==> src/rtl/jsnf_pkg.sv <==
package jsnf_pkg;
  typedef enum logic [3:0] {
    ST_TLR    = 4'd0,  ST_RTI    = 4'd1,
    ST_SEL_DR = 4'd2,  ST_CAP_DR = 4'd3,
    ST_SH_DR  = 4'd4,  ST_EX1_DR = 4'd5,
    ST_PA_DR  = 4'd6,  ST_EX2_DR = 4'd7,
    ST_UPD_DR = 4'd8,  ST_SEL_IR = 4'd9,
    ST_CAP_IR = 4'd10, ST_SH_IR  = 4'd11,
    ST_EX1_IR = 4'd12, ST_PA_IR  = 4'd13,
    ST_EX2_IR = 4'd14, ST_UPD_IR = 4'd15
  } tap_st_t;

  localparam int BYTE_W = 8;
  localparam int CNT_W  = 4;

  typedef struct packed {
    logic              is_ir;
    logic [BYTE_W-1:0] tdi;
    logic [BYTE_W-1:0] tdo;
    logic [CNT_W-1:0]  nbits;
  } cap_rec_t;

  localparam int REC_W = $bits(cap_rec_t);
endpackage

==> src/rtl/jsnf_pin_sync.sv <==
module jsnf_pin_sync #(
  parameter int W      = 4,
  parameter int STAGES = 2
) (
  input  logic         clk,
  input  logic         rst_n,
  input  logic [W-1:0] pins_i,
  output logic [W-1:0] pins_o,
  output logic         tck_rise_o
);
  logic [W-1:0] stg [STAGES];
  logic         tck_prev;

  always_ff @(posedge clk or negedge rst_n) begin
    if (!rst_n) begin
      for (int i = 0; i < STAGES; i++) stg[i] <= '0;
      tck_prev <= 1'b0;
    end else begin
      stg[0] <= pins_i;
      for (int i = 1; i < STAGES; i++) stg[i] <= stg[i-1];
      tck_prev <= stg[STAGES-1][0];
    end
  end

  assign pins_o     = stg[STAGES-1];
  assign tck_rise_o = pins_o[0] & ~tck_prev;

  // one capture per clock edge, never a two-cycle event
  p_single_capture_r1: assert property (@(posedge clk) disable iff (!rst_n)
    tck_rise_o |=> !tck_rise_o);
endmodule

==> src/rtl/jsnf_tap_tracker.sv <==
module jsnf_tap_tracker
  import jsnf_pkg::*;
(
  input  logic    clk,
  input  logic    rst_n,
  input  logic    cap_i,
  input  logic    tms_i,
  output tap_st_t state_o
);
  tap_st_t st_q, st_d;

  always_comb begin
    st_d = st_q;
    unique case (st_q)
      ST_TLR:    st_d = tms_i ? ST_TLR    : ST_RTI;
      ST_RTI:    st_d = tms_i ? ST_SEL_DR : ST_RTI;
      ST_SEL_DR: st_d = tms_i ? ST_SEL_IR : ST_CAP_DR;
      ST_CAP_DR: st_d = tms_i ? ST_EX1_DR : ST_SH_DR;
      ST_SH_DR:  st_d = tms_i ? ST_EX1_DR : ST_SH_DR;
      ST_EX1_DR: st_d = tms_i ? ST_UPD_DR : ST_PA_DR;
      ST_PA_DR:  st_d = tms_i ? ST_EX2_DR : ST_PA_DR;
      ST_EX2_DR: st_d = tms_i ? ST_UPD_DR : ST_SH_DR;
      ST_UPD_DR: st_d = tms_i ? ST_SEL_DR : ST_RTI;
      ST_SEL_IR: st_d = tms_i ? ST_TLR    : ST_CAP_IR;
      ST_CAP_IR: st_d = tms_i ? ST_EX1_IR : ST_SH_IR;
      ST_SH_IR:  st_d = tms_i ? ST_EX1_IR : ST_SH_IR;
      ST_EX1_IR: st_d = tms_i ? ST_UPD_IR : ST_PA_IR;
      ST_PA_IR:  st_d = tms_i ? ST_EX2_IR : ST_PA_IR;
      ST_EX2_IR: st_d = tms_i ? ST_UPD_IR : ST_SH_IR;
      ST_UPD_IR: st_d = tms_i ? ST_SEL_DR : ST_RTI;
      default:   st_d = ST_TLR;
    endcase
  end

  always_ff @(posedge clk or negedge rst_n) begin
    if (!rst_n)     st_q <= ST_TLR;
    else if (cap_i) st_q <= st_d;
  end

  assign state_o = st_q;

  // Run length of high mode-select captures, saturating at 5
  logic [2:0] ones_q;
  always_ff @(posedge clk or negedge rst_n) begin
    if (!rst_n)     ones_q <= 3'd0;
    else if (cap_i) ones_q <= !tms_i ? 3'd0 : (ones_q == 3'd5 ? 3'd5 : ones_q + 3'd1);
  end

  p_five_ones_reset_r4: assert property (@(posedge clk) disable iff (!rst_n)
    (ones_q == 3'd5) |-> (st_q == ST_TLR));
  p_hold_between_caps_r1: assert property (@(posedge clk) disable iff (!rst_n)
    !cap_i |=> $stable(st_q));
endmodule

==> src/rtl/jsnf_byte_packer.sv <==
module jsnf_byte_packer
  import jsnf_pkg::*;
(
  input  logic     clk,
  input  logic     rst_n,
  input  logic     cap_i,
  input  logic     tms_i,
  input  logic     tdi_i,
  input  logic     tdo_i,
  input  tap_st_t  state_i,
  output logic     wr_o,
  output cap_rec_t rec_o
);
  localparam int IDX_W = $clog2(BYTE_W);

  logic [CNT_W-1:0]  cnt_q, cnt_inc;
  logic [BYTE_W-1:0] acc_tdi_q, acc_tdo_q, nxt_tdi, nxt_tdo;
  logic              in_shift;

  always_comb begin
    in_shift = (state_i == ST_SH_DR) || (state_i == ST_SH_IR);
    cnt_inc  = cnt_q + CNT_W'(1);
    nxt_tdi  = acc_tdi_q;
    nxt_tdo  = acc_tdo_q;
    nxt_tdi[cnt_q[IDX_W-1:0]] = tdi_i;
    nxt_tdo[cnt_q[IDX_W-1:0]] = tdo_i;
  end

  always_ff @(posedge clk or negedge rst_n) begin
    if (!rst_n) begin
      cnt_q     <= '0;
      acc_tdi_q <= '0;
      acc_tdo_q <= '0;
      wr_o      <= 1'b0;
      rec_o     <= '0;
    end else begin
      wr_o <= 1'b0;
      if (cap_i) begin
        if (in_shift && (tms_i || cnt_inc == CNT_W'(BYTE_W))) begin
          wr_o      <= 1'b1;
          rec_o     <= '{is_ir: (state_i == ST_SH_IR), tdi: nxt_tdi,
                         tdo: nxt_tdo, nbits: cnt_inc};
          cnt_q     <= '0;
          acc_tdi_q <= '0;
          acc_tdo_q <= '0;
        end else if (in_shift) begin
          cnt_q     <= cnt_inc;
          acc_tdi_q <= nxt_tdi;
          acc_tdo_q <= nxt_tdo;
        end else begin
          cnt_q     <= '0;
          acc_tdi_q <= '0;
          acc_tdo_q <= '0;
        end
      end
    end
  end

  // every record carries between 1 and 8 bits
  p_rec_bits_range_r6: assert property (@(posedge clk) disable iff (!rst_n)
    wr_o |-> (rec_o.nbits >= CNT_W'(1) && rec_o.nbits <= CNT_W'(BYTE_W)));
  // records only follow a capture taken in a shift state
  p_rec_from_shift_r6: assert property (@(posedge clk) disable iff (!rst_n)
    (cap_i && !in_shift) |=> !wr_o);
endmodule

==> src/rtl/jsnf_ring_buf.sv <==
module jsnf_ring_buf #(
  parameter int W     = 21,
  parameter int DEPTH = 16
) (
  input  logic                       clk,
  input  logic                       rst_n,
  input  logic                       wr_i,
  input  logic [W-1:0]               wdata_i,
  output logic                       rd_valid_o,
  input  logic                       rd_ready_i,
  output logic [W-1:0]               rdata_o,
  output logic [$clog2(DEPTH+1)-1:0] level_o,
  input  logic                       ovf_clear_i,
  output logic                       overflow_o
);
  localparam int PTR_W = $clog2(DEPTH);
  localparam int LVL_W = $clog2(DEPTH+1);

  logic [W-1:0]     mem [DEPTH];
  logic [PTR_W-1:0] wptr_q, rptr_q;
  logic [LVL_W-1:0] lvl_q;
  logic             full, do_wr, do_rd;

  assign full  = (lvl_q == LVL_W'(DEPTH));
  assign do_wr = wr_i && !full;
  assign do_rd = rd_valid_o && rd_ready_i;

  always_ff @(posedge clk) begin
    if (do_wr) mem[wptr_q] <= wdata_i;
  end

  always_ff @(posedge clk or negedge rst_n) begin
    if (!rst_n) begin
      wptr_q     <= '0;
      rptr_q     <= '0;
      lvl_q      <= '0;
      overflow_o <= 1'b0;
    end else begin
      if (do_wr) wptr_q <= wptr_q + PTR_W'(1);
      if (do_rd) rptr_q <= rptr_q + PTR_W'(1);
      lvl_q <= lvl_q + LVL_W'(do_wr) - LVL_W'(do_rd);
      if (wr_i && full)     overflow_o <= 1'b1;
      else if (ovf_clear_i) overflow_o <= 1'b0;
    end
  end

  assign rd_valid_o = (lvl_q != '0);
  assign rdata_o    = mem[rptr_q];
  assign level_o    = lvl_q;

  p_level_bound_r9: assert property (@(posedge clk) disable iff (!rst_n)
    lvl_q <= LVL_W'(DEPTH));
  p_ovf_sticky_r9: assert property (@(posedge clk) disable iff (!rst_n)
    (overflow_o && !ovf_clear_i) |=> overflow_o);
  p_ovf_on_full_r9: assert property (@(posedge clk) disable iff (!rst_n)
    (wr_i && full) |=> overflow_o);
  p_hold_under_backpressure_r8: assert property (@(posedge clk) disable iff (!rst_n)
    (rd_valid_o && !rd_ready_i) |=> (rd_valid_o && $stable(rdata_o)));
endmodule

==> src/rtl/jtag_sniffer.sv <==
module jtag_sniffer
  import jsnf_pkg::*;
#(
  parameter int DEPTH       = 16,
  parameter int SYNC_STAGES = 2
) (
  input  logic                       clk,
  input  logic                       rst_n,
  input  logic                       jtag_tck,
  input  logic                       jtag_tms,
  input  logic                       jtag_tdi,
  input  logic                       jtag_tdo,
  input  logic                       ovf_clear,
  output logic                       rd_valid,
  input  logic                       rd_ready,
  output logic                       rd_is_ir,
  output logic [7:0]                 rd_tdi,
  output logic [7:0]                 rd_tdo,
  output logic [3:0]                 rd_nbits,
  output logic [$clog2(DEPTH+1)-1:0] fill_level,
  output logic                       overflow,
  output logic [3:0]                 tap_state
);
  logic [3:0] pins_s;
  logic       cap;
  tap_st_t    st;
  logic       rec_wr;
  cap_rec_t   rec_in, rec_out;
  logic [REC_W-1:0] rec_out_raw;

  jsnf_pin_sync #(.W(4), .STAGES(SYNC_STAGES)) u_sync (
    .clk(clk), .rst_n(rst_n),
    .pins_i({jtag_tdo, jtag_tdi, jtag_tms, jtag_tck}),
    .pins_o(pins_s), .tck_rise_o(cap));

  jsnf_tap_tracker u_tap (
    .clk(clk), .rst_n(rst_n), .cap_i(cap), .tms_i(pins_s[1]), .state_o(st));

  jsnf_byte_packer u_pack (
    .clk(clk), .rst_n(rst_n), .cap_i(cap), .tms_i(pins_s[1]),
    .tdi_i(pins_s[2]), .tdo_i(pins_s[3]), .state_i(st),
    .wr_o(rec_wr), .rec_o(rec_in));

  jsnf_ring_buf #(.W(REC_W), .DEPTH(DEPTH)) u_buf (
    .clk(clk), .rst_n(rst_n), .wr_i(rec_wr), .wdata_i(rec_in),
    .rd_valid_o(rd_valid), .rd_ready_i(rd_ready), .rdata_o(rec_out_raw),
    .level_o(fill_level), .ovf_clear_i(ovf_clear), .overflow_o(overflow));

  assign rec_out   = cap_rec_t'(rec_out_raw);
  assign rd_is_ir  = rec_out.is_ir;
  assign rd_tdi    = rec_out.tdi;
  assign rd_tdo    = rec_out.tdo;
  assign rd_nbits  = rec_out.nbits;
  assign tap_state = st;

  p_valid_matches_level_r8: assert property (@(posedge clk) disable iff (!rst_n)
    rd_valid == (fill_level != '0));
endmodule

==> config.mk <==
export PLATFORM = sky130hd
export DESIGN_NAME = jtag_sniffer
export DESIGN_NICKNAME = d
export VERILOG_FILES = /design/src/rtl/jsnf_pkg.sv /design/src/rtl/jsnf_pin_sync.sv /design/src/rtl/jsnf_tap_tracker.sv /design/src/rtl/jsnf_byte_packer.sv /design/src/rtl/jsnf_ring_buf.sv /design/src/rtl/jtag_sniffer.sv
export SDC_FILE = /design/constraint.sdc
export NUM_CORES = 1
export LEC_CHECK = 0
export BUFFER_PORTS_ARGS = -buffer_cell sky130_fd_sc_hd__clkbuf_2
export CAP_MARGIN = 20
export CORE_UTILIZATION = 30
export CTS_CLUSTER_SIZE = 24
export DETAILED_ROUTE_END_ITERATION = 12
export RECOVER_POWER = 25
export SLEW_MARGIN = 25
export SYNTH_ARGS = -nofsm -noshare
export SYNTH_HDL_FRONTEND = slang
export SYNTH_SLANG_ARGS = --single-unit
==> constraint.sdc <==
create_clock -name clk -period 5.6 [get_ports clk]
set_input_delay 0.28 -clock clk [delete_from_list [all_inputs] [get_ports clk]]
set_output_delay 0.28 -clock clk [all_outputs]
set_load 0.005 [all_outputs]
### Word level (Yosys, flattened, before mapping)

Memory sizes are Yosys's and may differ from the RTL's.
Cells that the tools add are included.

* register bits after elaboration: 69
* bits in writable memories: 336
* bits of input ports: 8
* logic and storage cells: 87
* memories kept: 1

* $add $sub $neg: 5
* order comparisons: 2
* equality and inequality tests: 17
* multiplexer cells: 29
* bitwise logic cells: 2
* reduce and logical (&&, ||, !) cells: 15

Memory list
* u_buf.mem: depth 16, bits a word 21, rd ports 1, clocked after memory_dff 0, wr ports 1, line jsnf_ring_buf.sv:19 `logic [W-1:0] mem [DEPTH];`

Operators with widths (number)
* 4-bit case mux with 12 select lines: 1
* 4-bit == test, second input constant: 9
* 8-bit 2-to-1 mux: 4
* 4-bit 2-to-1 mux: 6
* 8-bit bitwise mux: 2
* 4-bit by 3-bit == test with 1-bit output, second input constant: 4
* 4-bit by 1-bit adder with 4-bit output, second input constant: 3
* 1-bit 2-to-1 mux: 10
* 4-bit by 2-bit == test with 1-bit output, second input constant: 2
* 2-bit 2-to-1 mux: 3
* 3-bit 2-to-1 mux: 2
* 5-bit by 1-bit adder with 5-bit output: 1
* 5-bit == test, second input constant: 1
* 1-bit logical AND: 5
* 5-bit nonzero test: 1
* 5-bit by 1-bit subtractor with 5-bit output: 1
* 4-bit by 1-bit == test with 1-bit output, second input constant: 1
* 4-bit zero test: 1
* 3-bit by 4-bit < comparator with 1-bit output, second input constant: 1
* 2-bit OR reduction: 2
* 1-bit demux with 3-bit select: 1
* 3-bit by 1-bit >= comparator with 1-bit output, second input constant: 1
* 3-bit OR reduction: 1
* 1-bit logical OR: 2
* other kinds (5): 5

### Depth between registers and ports, before layout

* word-level depth: 7
* mapped depth: 13

### By module

Synthesis repeated with hierarchy kept, for this count alone.

* cell total of the unflattened synthesis: 931
* area, all modules: 16344.4 µm²

By module, submodules not included
* jsnf_ring_buf: instances 1, cells an instance 697, area an instance 13716.9 µm²
* jsnf_byte_packer: instances 1, cells an instance 178, area an instance 2005.7 µm²
* jsnf_tap_tracker: instances 1, cells an instance 42, area an instance 352.8 µm²
* jsnf_pin_sync: instances 1, cells an instance 14, area an instance 269.0 µm²

### Least setup slack after synthesis

No wires, ideal clock.

* kind: register to register
* start: reg u_buf.lvl_q[2] (netlist: u_buf.level_o[2])
* end: mem u_buf.mem[1][0] (enable)
* library setup time: 453 ps
* arrival time: 3168 ps
* data required time: 5147 ps
* slack: 1979 ps
* cell stages (with the launch flop): 7
* path buffers: 1
* clock period less this slack: 3621 ps
* cells stage by stage: dfrtp_1 > inv_1 > ha_1 > and4bb_2 > nand2b_1 > clkbuf_1 > nor4_1

* cells in the longest elaborated chain, start to end: 5

RTL lines
* from (decl): line jsnf_ring_buf.sv:21 `logic [LVL_W-1:0] lvl_q;`
* from (signal assigned): line jsnf_ring_buf.sv:41 `lvl_q <= lvl_q + LVL_W'(do_wr) - LVL_W'(do_rd);`
* 5-bit == test: line jsnf_ring_buf.sv:24 `assign full = (lvl_q == LVL_W'(DEPTH));`
* 1-bit zero test: line jsnf_ring_buf.sv:25 `assign do_wr = wr_i && !full;`
* 1-bit logical AND: line jsnf_ring_buf.sv:25
* 1-bit 2-to-1 mux: line jsnf_ring_buf.sv:29 `if (do_wr) mem[wptr_q] <= wdata_i;`
* 1-bit 2-to-1 mux (not written as such): line jsnf_ring_buf.sv:29
* to (decl): line jsnf_ring_buf.sv:19

No other way between the ends.

### Worst setup path in the final report

* start: reg u_buf.rptr_q[0]
* end: out rd_tdo[3]

* cells in the longest elaborated chain, start to end: 1

RTL lines
* from (decl): line jsnf_ring_buf.sv:20 `logic [PTR_W-1:0] wptr_q, rptr_q;`
* from (signal assigned): line jsnf_ring_buf.sv:40 `if (do_rd) rptr_q <= rptr_q + PTR_W'(1);`
* memory read 16 x 21 bit
* to (decl): line jtag_sniffer.sv:18 `output logic [7:0] rd_tdo,`

No other way between the ends.

==> metrics.md <==
| Metric | Value |
|---|---|
| Final Core Density | `35.1%` |
| Post-synth EDFFs | `336` |
| Antenna cells | `0` |
| RSZ-0062 raised after global routing | `no` |
| DP Worst Slack | `2.64 ns` |
| Largest stage delay on the critical path | `1.04 ns` |
| Max-Cap Viols | `0` |
| Synth top area share | `63.2%` |
| Final Max Tran Viols | `0` |
| Die Y | `233 um` |
| Fin crit share | `61.0%` |
| Clk root buf | `clkbuf_16` |
| H-tree level count | `2` |
| Die Width | `233 um` |
| Vias in the first global route | `8151` |
| Crit Path Max Fanout | `45` |
| Outcome | `finished clean` |
| Cells along the critical path | `buf_12 > mux4_2 > a22oi_1 > nand2_1 > clkbuf_2` |
| Setup violators final | `0` |
| Clk_skew | `0.0204 ns` |
| Initial DRC count | `728` |
| Via count | `7981` |
| Layout cell share with drive strength beyond 1 | `24.9%` |
| Min-delay src | `rd_ready` |
| Max VDD drop | `0.284 mV` |
| CP endpoint kind | `primary output` |
| Global-route wire length before repair | `53.0 mm` |
| Worst hold path class | `in2reg` |
| Synth area leader | `edfxtp_1` |
| Skew-Pair Late Insertion Delay | `0.55 ns` |
| Yosys cell types | `51` |
| Power Density | `432 nW/um^2` |
| I/O Pins | `40` |
| Clock slew at reported path FFs | `0.06 ns` |
| Seq cells post-synth | `405` |
| GRT Overall Usage | `13.4%` |
| Area delta synth->final | `15.4%` |
| Full die area | `54200 um^2` |
| Relative slew slack | `38.1%` |
| Post-CTS setup buffer count | `0` |
| Mapped Area | `16000 um^2` |
| CTS tree | `built` |
| Wirelength per Cell | `22.0 um` |
| Largest net degree at the start of global routing | `70` |
| Clock tree buffer depth | `3` |
| DP HPWL | `18.4 mm` |
| Min Tclk post-route | `3.42 ns` |
| CP Buf/Inv Count | `2` |
| RR Startpoint | `u_buf.level_o[3]` |
| Synthesis Warnings | `0` |
| Area contributors post-synth | `edfxtp_1 63%, mux4_2 12%, dfrtp_1 11%` |
| Crit path kind | `reg2out` |
| Syn avg cell area | `19.0 um^2` |
| Syn Nets | `861` |
| Tightest Pin Transition | `0.929 ns` |
| Sinks on Clock Net | `405` |
| Pre-antenna DRT Iters | `5` |
| Leakage | `6.35 nW` |
| # rows | `84` |
| Post-Route WL | `35.7 mm` |
| Grt total ovfl | `0` |
| DRC viols | `0` |
| Mean number of vias per cell | `4.91` |
| Max Freq | `0.293 GHz` |
| Hold Violations, Final | `0` |
| Port bufs | `39` |
| Syn Inst Count | `840` |
| Final Wtd Congestion | `0.710` |
| Initial antenna violation count | `1` |
| Sequential area share after synthesis | `74.0%` |
| CP top delay family | `flip-flops` |
| Slowest stage cell, crit path | `dfrtp_4` |
| TritonCTS buffer count | `41` |
| Final nets | `924` |
| Critical Path RT | `5.32 ns` |
| Top FF cell, synth | `edfxtp_1` |
| Async set-reset flop share out of synthesis | `17.0%` |
| Critical path origin | `u_buf.rptr_q[0]` |
| Starting Density | `30.4%` |
| Final WS setup | `2.18 ns` |
| Worst Setup Start Kind | `flip-flop` |
| Core Region | `52600 um^2` |
| Worst EP arrival | `3.14 ns` |
| Setup TNS | `0 ns` |
| Post-route ant nets | `0` |
layer usage:
| layer | track usage (%) | share of wire, % | vias to the layer above | wire [um] |
|---|---|---|---|---|
| met3 | 2.05 | 4.5 | 49 | 1600 |
| met4 | 3.59 | 2.1 | 0 | 760 |
| met1 | 19.2 | 47 | 4249 | 16700 |
| met5 | 0 | 0 | - | 0 |
| met2 | 21.2 | 47 | 203 | 16600 |
| li1 | - | - | 3480 | - |
flip-flops by register name, summed over array words and instances, names as in the netlist:
name / count
u_buf.level_o: 5
u_buf.mem: 336
u_buf.overflow_o: 1
u_buf.rptr_q: 4
u_buf.wptr_q: 4
u_pack.acc_tdi_q: 8
u_pack.acc_tdo_q: 8
u_pack.cnt_q: 4
u_pack.rec_o: 21
u_pack.wr_o: 1
u_sync.pins_o: 4
u_sync.stg: 4
u_sync.tck_prev: 1
u_tap.state_o: 4
final timing paths:
check	cells after the start	slack (ns)	endpoint
worst max-delay path	5	2.18	rd_tdo[3]
worst min-delay path	3	0.25	u_buf.rptr_q[0]
worst max register to register	12	2.71	u_buf.level_o[4]
worst min register to register	0	0.35	u_sync.pins_o[3]
max in group asynchronous	2	4.47	u_buf.rptr_q[0]
min in group asynchronous	2	0.42	u_tap.state_o[1]
cell usage after synthesis, drive strengths merged (7+ instances only):
master    n
mux2     21
mux4     84
nand2    54
and2     10
a21oi    11
xnor2     8
inv      27
o21ai    16
nor2b     7
ha       12
buf      22
dfrtp    69
o31ai     8
mux2i    14
edfxtp  336
a22oi    42
clkbuf   25
nor2     16
logic make-up (layout without fill, tap and decap cells):
kind of cell,count (synthesis),count (layout),synth area share [%]
flip-flops,405,405,74.0
XOR/XNOR,12,12,0.658
adder cells (fa/ha/maj),13,13,1.07
buffers and inverters,75,171,2.04
AND/OR/NAND/NOR,121,121,3.81
multiplexers,119,119,14.2
AO/OA/AOI/OAI,95,95,4.22
stage by stage:
stage                     instance area (um^2)  std cells  hold slack (ns)  power, mW
after detailed placement                 17000       1541            0.341       5.41
after global placement                   17000       1541            0.337       5.39
after CTS                                18400       1623            0.222       8.08
after global routing                     18400       1624            0.266       8.32
final                                    18400       1624            0.255       7.96
after floorplan                          16000        840          -0.0156       4.78
repair_timing:
item                      CTS  global route
hold endpoints to repair   74             0
hold buffers                6             0
resized for setup           0             0
worst register-to-register path, cell delays in order (launching register included):
cell and delay, ns:
dfrtp_1 0.40, inv_1 0.08, ha_1 0.16, or4b_1 0.46, and2_1 0.29, ha_1 0.32, inv_1 0.04, ha_1 0.22
fa_1 0.40, a21oi_1 0.16, nor2_1 0.05, nor2_1 0.12, xnor2_1 0.12
cell type report:
class	instances	area, um^2
Multi-Input combinational cell	360	3890
Sequential cell	405	11800
Timing Repair Buffer	67	448
Tap cell	688	861
Clock buffer	57	1140
Fill cell	4916	34100
Clock inverter	19	168
Inverter	28	105
placed cells by master (no fill, tap or decap), types with 14 or more instances in the layout:
| master | n |
|---|---|
| a22oi_1 | 42 |
| mux2i_1 | 14 |
| dfrtp_1 | 67 |
| clkbuf_2 | 38 |
| edfxtp_1 | 336 |
| clkbuf_16 | 42 |
| buf_4 | 21 |
| nand2_1 | 54 |
| mux4_2 | 84 |
| o21ai_0 | 16 |
| inv_1 | 27 |
report_power, final:
part	leakage (nW)	switching, mW	internal (mW)
Sequential	4.08	0.331	3.39
Combinational	1.63	0.829	0.762
Clock	0.643	1.13	1.52
Total	6.35	2.29	5.67
(Power assumes the default switching activity.)
